--- config.mk ---
export PLATFORM = sky130hd
export DESIGN_NAME = modmul_interleaved
export DESIGN_NICKNAME = d
export VERILOG_FILES = /design/src/rtl/mm_pkg.sv /design/src/rtl/mm_recip.sv /design/src/rtl/mm_datapath.sv /design/src/rtl/mm_control.sv /design/src/rtl/modmul_interleaved.sv
export SDC_FILE = /design/constraint.sdc
export NUM_CORES = 2
export LEC_CHECK = 0
export BUFFER_PORTS_ARGS = -buffer_cell sky130_fd_sc_hd__buf_2
export CAP_MARGIN = 20
export CELL_PAD_IN_SITES_DETAIL_PLACEMENT = 1
export CELL_PAD_IN_SITES_GLOBAL_PLACEMENT = 1
export CORE_MARGIN = 2
export CORE_UTILIZATION = 53
export DETAILED_ROUTE_END_ITERATION = 12
export MAX_ROUTING_LAYER = met4
export PLACE_DENSITY_LB_ADDON = 0.1
export SLEW_MARGIN = 20
export SYNTH_ARGS = -nofsm -noshare
export SYNTH_HDL_FRONTEND = slang
export SYNTH_SLANG_ARGS = --single-unit
export TNS_END_PERCENT = 20
--- constraint.sdc ---
create_clock -name clk -period 27.9 [get_ports clk]
set_input_delay 2.79 -clock clk [delete_from_list [all_inputs] [get_ports clk]]
set_output_delay 2.79 -clock clk [all_outputs]
set_load 0.005 [all_outputs]
--- src/rtl/mm_pkg.sv ---
package mm_pkg;
  typedef struct packed {
    logic latchMod;   // capture modulus, clear reciprocal state
    logic recipStep;  // one reciprocal quotient bit
    logic latchOps;   // capture operands, clear accumulator
    logic stepDigit;  // one digit accumulate and reduce
    logic finish;     // final conditional subtraction
  } mmCtrl_t;
endpackage

--- src/rtl/mm_recip.sv ---
module mm_recip #(
  parameter int N  = 32,
  parameter int S  = 8,
  parameter int IW = 4
) (
  input  logic           clk,
  input  logic           rstN,
  input  logic           init,
  input  logic           step,
  input  logic [IW-1:0]  idx,
  input  logic [N-1:0]   modulus,
  output logic [S+1:0]   recip
);
  localparam int RMW = N + S + 1;  // partial remainder width
  localparam int SHW = N + S + 2;  // shifted divisor width

  logic [RMW-1:0] remReg;
  logic [SHW-1:0] shiftedMod;
  logic           takeBit;

  assign shiftedMod = SHW'(modulus) << idx;
  assign takeBit    = {1'b0, remReg} >= shiftedMod;

  always_ff @(posedge clk or negedge rstN) begin
    if (!rstN) begin
      remReg <= '0;
      recip  <= '0;
    end else if (init) begin
      remReg <= RMW'(1) << (N + S);
      recip  <= '0;
    end else if (step && takeBit) begin
      remReg <= RMW'({1'b0, remReg} - shiftedMod);
      recip  <= recip | ((S+2)'(1) << idx);
    end
  end
endmodule

--- src/rtl/mm_datapath.sv ---
module mm_datapath
  import mm_pkg::*;
#(
  parameter int N  = 32,
  parameter int K  = 4,
  parameter int S  = 8,
  parameter int IW = 4
) (
  input  logic          clk,
  input  logic          rstN,
  input  mmCtrl_t       ctrl,
  input  logic [IW-1:0] stepIdx,
  input  logic [N-1:0]  modIn,
  input  logic [N-1:0]  aIn,
  input  logic [N-1:0]  bIn,
  output logic [N-1:0]  modulus,
  output logic [N+K+1:0] accum,
  output logic [N-1:0]  result
);
  localparam int W   = N + K + 2;     // accumulator width
  localparam int RW  = S + 2;         // reciprocal width
  localparam int DHW = W - (N - 2);   // truncated top of accumulator
  localparam int PW  = DHW + RW;      // estimate product width

  logic [N-1:0]   cReg, aSh, bReg;
  logic [W-1:0]   dReg, accSum, qTimesC, dNext;
  logic [K-1:0]   digit;
  logic [RW-1:0]  recip;
  logic [DHW-1:0] dTop, qEst;
  logic [PW-1:0]  estProd;

  mm_recip #(.N(N), .S(S), .IW(IW)) i_recip (
    .clk(clk), .rstN(rstN),
    .init(ctrl.latchMod), .step(ctrl.recipStep), .idx(stepIdx),
    .modulus(cReg), .recip(recip)
  );

  assign digit   = aSh[N-1 -: K];
  assign accSum  = (dReg << K) + W'(digit) * W'(bReg);
  assign dTop    = accSum[W-1 : N-2];
  assign estProd = PW'(dTop) * PW'(recip);
  assign qEst    = DHW'(estProd >> (S + 2));
  assign qTimesC = W'(qEst) * W'(cReg);
  assign dNext   = accSum - qTimesC;

  always_ff @(posedge clk or negedge rstN) begin
    if (!rstN) begin
      cReg   <= '0;
      aSh    <= '0;
      bReg   <= '0;
      dReg   <= '0;
      result <= '0;
    end else begin
      if (ctrl.latchMod) begin
        cReg <= modIn;
        dReg <= '0;
      end
      if (ctrl.latchOps) begin
        aSh  <= aIn;
        bReg <= bIn;
        dReg <= '0;
      end
      if (ctrl.stepDigit) begin
        aSh  <= aSh << K;
        dReg <= dNext;
      end
      if (ctrl.finish) begin
        result <= (dReg >= W'(cReg)) ? N'(dReg - W'(cReg)) : dReg[N-1:0];
      end
    end
  end

  assign modulus = cReg;
  assign accum   = dReg;
endmodule

--- src/rtl/mm_control.sv ---
module mm_control
  import mm_pkg::*;
#(
  parameter int N  = 32,
  parameter int K  = 4,
  parameter int S  = 8,
  parameter int IW = 4
) (
  input  logic          clk,
  input  logic          rstN,
  input  logic          loadMod,
  input  logic          start,
  output mmCtrl_t       ctrl,
  output logic [IW-1:0] stepIdx,
  output logic          busy,
  output logic          done
);
  localparam int L      = N / K;
  localparam int RSTEPS = S + 2;

  typedef enum logic [1:0] {ST_IDLE, ST_RECIP, ST_RUN, ST_FIX} mmState_t;

  mmState_t      state;
  logic [IW-1:0] cnt;
  logic          recipValid;

  always_comb begin
    ctrl = '0;
    unique case (state)
      ST_IDLE: begin
        if (loadMod)                 ctrl.latchMod = 1'b1;
        else if (start && recipValid) ctrl.latchOps = 1'b1;
      end
      ST_RECIP: ctrl.recipStep = 1'b1;
      ST_RUN:   ctrl.stepDigit = 1'b1;
      ST_FIX:   ctrl.finish    = 1'b1;
      default:  ctrl = '0;
    endcase
  end

  always_ff @(posedge clk or negedge rstN) begin
    if (!rstN) begin
      state      <= ST_IDLE;
      cnt        <= '0;
      recipValid <= 1'b0;
      done       <= 1'b0;
    end else begin
      done <= (state == ST_FIX);
      unique case (state)
        ST_IDLE: begin
          if (ctrl.latchMod) begin
            state      <= ST_RECIP;
            cnt        <= IW'(RSTEPS - 1);
            recipValid <= 1'b0;
          end else if (ctrl.latchOps) begin
            state <= ST_RUN;
            cnt   <= IW'(L - 1);
          end
        end
        ST_RECIP: begin
          if (cnt == '0) begin
            state      <= ST_IDLE;
            recipValid <= 1'b1;
          end else begin
            cnt <= cnt - 1'b1;
          end
        end
        ST_RUN: begin
          if (cnt == '0) state <= ST_FIX;
          else           cnt   <= cnt - 1'b1;
        end
        ST_FIX:  state <= ST_IDLE;
        default: state <= ST_IDLE;
      endcase
    end
  end

  assign stepIdx = cnt;
  assign busy    = (state != ST_IDLE);
endmodule

--- src/rtl/modmul_interleaved.sv ---
module modmul_interleaved
  import mm_pkg::*;
#(
  parameter int N = 32,
  parameter int K = 4,
  parameter int S = 8
) (
  input  logic         clk,
  input  logic         rstN,
  input  logic         loadMod,
  input  logic [N-1:0] modIn,
  input  logic         start,
  input  logic [N-1:0] aIn,
  input  logic [N-1:0] bIn,
  output logic         busy,
  output logic         done,
  output logic [N-1:0] result
);
  localparam int L    = N / K;
  localparam int MAXC = (L > S + 2) ? L : S + 2;
  localparam int IW   = $clog2(MAXC) + 1;

  mmCtrl_t       ctrl;
  logic [IW-1:0] stepIdx;
  logic [N-1:0]  modulus;
  logic [N+K+1:0] accum;

  mm_control #(.N(N), .K(K), .S(S), .IW(IW)) i_control (
    .clk(clk), .rstN(rstN), .loadMod(loadMod), .start(start),
    .ctrl(ctrl), .stepIdx(stepIdx), .busy(busy), .done(done)
  );

  mm_datapath #(.N(N), .K(K), .S(S), .IW(IW)) i_datapath (
    .clk(clk), .rstN(rstN), .ctrl(ctrl), .stepIdx(stepIdx),
    .modIn(modIn), .aIn(aIn), .bIn(bIn),
    .modulus(modulus), .accum(accum), .result(result)
  );
endmodule

# Word-level counts from Yosys, hierarchy flattened
# Index checks and enable logic that the tools add are counted.
# word_totals
ff_bits,226
in_bits,100
output_inout_bits,34
word_cells,76
# classes
addsub,5
mul,3
magnitude_cmp,2
eq_ne,8
shifts,2
muxes,30
n_bitwise,1
n_reduce_logical,14
# ops
op,n
2-to-1 mux 38 bit,3
2-to-1 mux 32 bit,3
2-to-1 mux 41 bit,2
>= comparator 41 x 42 -> 1 bit,1
left shift 32 x 5 -> 42 bit,1
subtractor 41 bit,1
adder 38 x 36 -> 38 bit,1
>= comparator 38 x 32 -> 1 bit,1
multiplier 8 x 32 -> 38 bit,1
subtractor 38 bit,1
multiplier 4 x 32 -> 36 bit,1
subtractor 32 bit,1
2-to-1 mux 10 bit,2
multiplier 8 x 10 -> 18 bit,1
2-to-1 mux 5 bit,3
2-to-1 mux 1 bit,10
OR 10 bit,1
one-hot mux 5 bit (2 select lines),1
nonzero test 2 bit,5
left shift 1 x 5 -> 10 bit (first input constant),1
AND reduction 3 bit,3
2-to-1 mux 2 bit,4
one-hot mux 2 bit (4 select lines),1
!= test 2 x 1 -> 1 bit (second input constant),3
other kinds (11),13

# Depth between registers and ports, before layout
# logic_depth
word_depth,7
mapped_depth,63
mapped_depth_nobuf,59

# Cells and area by module
# A second synthesis with hierarchy kept.
# hier_totals
cells_unflattened,3601
hier_area_um2,31247.5
# modules_own_cells
module,n_inst,cells_per_inst,area_per_inst_um2,seq_area_each_um2
mm_datapath,1,2771,24415.9,4154.0
mm_recip,1,765,6164.7,1276.2
mm_control,1,65,666.9,225.2

# Worst setup path after synthesis
# No wires, ideal clock.
# synth_timing
path_kind,reg2reg
from,register i_datapath.aSh[31]
to,register i_datapath.dReg[36] (netlist: i_datapath.accum[36])
setup_ns,0.135
t_arrival_ns,13.952
required_time_ns,27.765
path_slack_ns,13.813
path_stages_with_launch,59
path_buffers,3
period_less_slack_ns,14.087
path_cell_list,dfrtp_1 clkbuf_1 and2_1 fa_1 fa_1 inv_1 fa_1 inv_1 ha_1 a211oi_2 o21ai_1 o2111ai_2 a21oi_1 o41ai_1 nand2b_1 a21oi_1 o21bai_1 a21o_1 (+23 left out) fa_1 fa_1 inv_1 fa_1 inv_1 ha_1 a21o_1 a21o_1 a21o_1 a21o_1 a21o_1 a221oi_1 o21ai_2 a41oi_2 o311ai_1 o31a_1 nand4b_1 o211ai_1
# synth_via
elab_chain_cells,6
# synth_lines
item,line_no,source
from (decl),mm_datapath.sv:25,"logic [N-1:0] cReg, aSh, bReg;"
from (signal assigned),mm_datapath.sv:59,aSh <= aIn;
from (signal assigned),mm_datapath.sv:64,aSh <= aSh << K;
multiplier 4 x 32 -> 36 bit (*),mm_datapath.sv:39,assign accSum = (dReg << K) + W'(digit) * W'(bReg);
adder 38 x 36 -> 38 bit (*),mm_datapath.sv:39,
multiplier 8 x 10 -> 18 bit,mm_datapath.sv:41,assign estProd = PW'(dTop) * PW'(recip);
multiplier 8 x 32 -> 38 bit,mm_datapath.sv:43,assign qTimesC = W'(qEst) * W'(cReg);
subtractor 38 bit (*),mm_datapath.sv:44,assign dNext = accSum - qTimesC;
2-to-1 mux 38 bit (*),mm_datapath.sv:63,if (ctrl.stepDigit) begin
to (signal assigned),mm_datapath.sv:65,dReg <= dNext;
to (decl),mm_datapath.sv:26,"logic [W-1:0] dReg, accSum, qTimesC, dNext;"
# Mark *: on every way between the ends. The rest lies on a longest branch, timed or not.
# A chain may end at the register's enable or synchronous reset.

# Worst setup path after layout
# layout_timing
from,register i_datapath.aSh[31]
to,register i_datapath.dReg[37] (netlist: i_datapath.accum[37])
# Same word-level chain as after synthesis.

==> reports/results.ini <==
[setup_path]
crit_slowest_cell=dfrtp_1
endpoint_kind=flop
path_common_cell=fa_1
cp-start-kind=flop
crit_family=adder cells
worstPathArrival_ns=16.73
slowest_delay_ns=0.95
path_buf_inv=8
crit_type=flop to flop
cp.required_ns=28.36
critPathMaxFanout=33

[global_routing]
grtUsageTotal_pct=37.09
grt_max_degree=142
grt_pass1_wl_mm=168.8
antenna_found_initial=1
grt_pass1_vias=29421
grt-ovfl-total=0

[timing]
tightest_slew_ns=1.018
setup_ws_ns=11.63
fin_skew_ns=0.04573
finalHoldViolations=0
finalSetupViolCount=0
rsz0062_at_grt=no
slew_headroom_pct=32.16
finalSetupTns_ns=0
finalCritPeriodShare_pct=58.32
max_freq_mhz=61.46
finalCriticalPeriod_ns=16.27
maxSlewViolCount=0

[floorplanning]
die_h_um=246.1
start_util_pct=53.75
ioPinCount=134
coreArea_sq_um=57810
rows=88
fp.dieW_um=246.1
die_area_sq_um=60580

[status]
status=finished, final reports clean

[placed_design]
dp_cells=4445
gp_congestion=0.9503
pre_cts_ws_ns=11.71
port_buffers=133
dp_hpwl_mm=84.12

[synth]
ys_types=95
synth_edf_count=0
netlist_top_cells_area=fa_1 23%, dfrtp_1 18%, ha_1 8.7%, nand2_1 6.7%, inv_1 6.5%
netlist_area_sq_um=31070
yosys.area.top_type=fa_1
yosysTopAreaCellShare_pct=22.81
synth_common_cells=557 x nand2_1, 542 x inv_1, 354 x fa_1
ys_seq_elements=226
ys_warn_count=0
yosys_most_used_dff=dfrtp_1
async_reset_ff_share_pct=100.0
avgSynthCellArea_sq_um=8.430
yosysMostFrequentCell=nand2_1
ys_seq_area_share_pct=18.20
syn-num-nets=4356
syn_inst=3686

[clock_network]
cts_setup_buffers=0
cts_root_buf=clkbuf_16
htree_num_levels=1
ctsHoldBuffers=0
path_clk_slew_ns=0.06
clk_latency_ns=0.63
clock_path_buffers=3
cts_tree=built
cts_buffers=30
clock_sinks=226
cts_resized=0

[finish]
area_growth_pct=7.590
nets=4382
drive_above_1_share_pct=8.030
utilization_pct=57.83
final_cells=4502

[run]
drv_cap=0

[routing]
wl_mm=107.3
drc=0
vias=26808
wl_met1_mm=44.03
route.met2.wl_mm=52.68
wl_per_cell_um=23.83
avgViaCountPerCell=5.955
drt_iter0_markers=1436
drtPass1Iterations=5
top_layer=met4
dr_wl_met3_mm=5.059
ant_nets=0

[worst_hold_path]
hold_path.class=flop to flop

## per-stage QoR
step	hold WS (ns)	instance area [sq um]
floorplan	0.4507	31070
global placement	0.4640	32370
detailed placement	0.4759	32370
CTS	0.4925	33430
global route	0.5232	33430
finish	0.4923	33430
## registers in the layout, indices dropped and copies added, names as in the netlist
register / flops
i_datapath.i_recip.remReg: 41
i_datapath.accum: 38
i_control.done: 1
i_datapath.i_recip.recip: 10
i_datapath.result: 32
i_datapath.bReg: 32
i_datapath.modulus: 32
i_control.recipValid: 1
i_datapath.aSh: 32
i_control.state: 2
i_control.stepIdx: 5
## kinds of logic (layout without fill, tap and decap cells)
group,count (synthesis),after routing,synth area share [%]
multiplexers,108,108,4.389
flip-flops,226,226,18.20
XOR/XNOR,115,115,3.334
buffers and inverters,715,765,8.738
AND/OR/NAND/NOR,1249,1249,19.26
adder cells (fa/ha/maj),570,570,31.51
AO/OA/AOI/OAI,703,703,14.58
other,0,1,0
## final timing paths
path / startpoint / endpoint / slack [ns] / depth (start not counted)
worst max-delay path: i_datapath.aSh[31] / i_datapath.accum[37] / 11.63 / 54
worst min-delay path: i_datapath.aSh[17] / i_datapath.aSh[21] / 0.49 / 2
worst max register to register: i_datapath.aSh[31] / i_datapath.accum[37] / 11.63 / 54
worst min register to register: i_datapath.aSh[17] / i_datapath.aSh[21] / 0.49 / 2
max in group asynchronous: rstN / i_control.stepIdx[0] / 24.47 / 2
min in group asynchronous: rstN / i_datapath.accum[29] / 2.16 / 1
## routing by layer
metal / GRT usage (%) / up-vias
met5: - / -
met4: 16.40 / 0
met3: 4.009 / 241
met2: 61.96 / 755
met1: 45.52 / 13755
li1: - / 12057
## cell usage in the layout (no fill, tap or decap), types with 65 or more instances in the layout
cell,count
a21oi_1,159
nor2_1,167
and2_1,270
xnor2_1,65
buf_2,132
ha_1,214
dfrtp_1,225
fa_1,354
a21o_1,80
o21ai_0,203
nand2_1,557
mux2i_1,80
inv_1,542
## tightest hold or removal path: cells and delay by family, from the launching register on
family          cells  cell delay, ns
flops               1            0.35
compound gates      1            0.06
simple gates        1            0.05
## cell type report
| cell class | instances | area (sq um) |
|---|---|---|
| Tap cell | 765 | 957.2 |
| Timing Repair Buffer | 167 | 943.4 |
| Sequential cell | 226 | 5657 |
| Fill cell | 6964 | 24370 |
| Multi-Input combinational cell | 2745 | 22780 |
| Clock inverter | 17 | 231.5 |
| Clock buffer | 39 | 824.5 |
| Antenna cell | 1 | 2.502 |
| Inverter | 542 | 2034 |
Power is left out: the tool's default activity adds up to more than one toggle a clock period on the data nets, which glitch-free logic cannot reach.
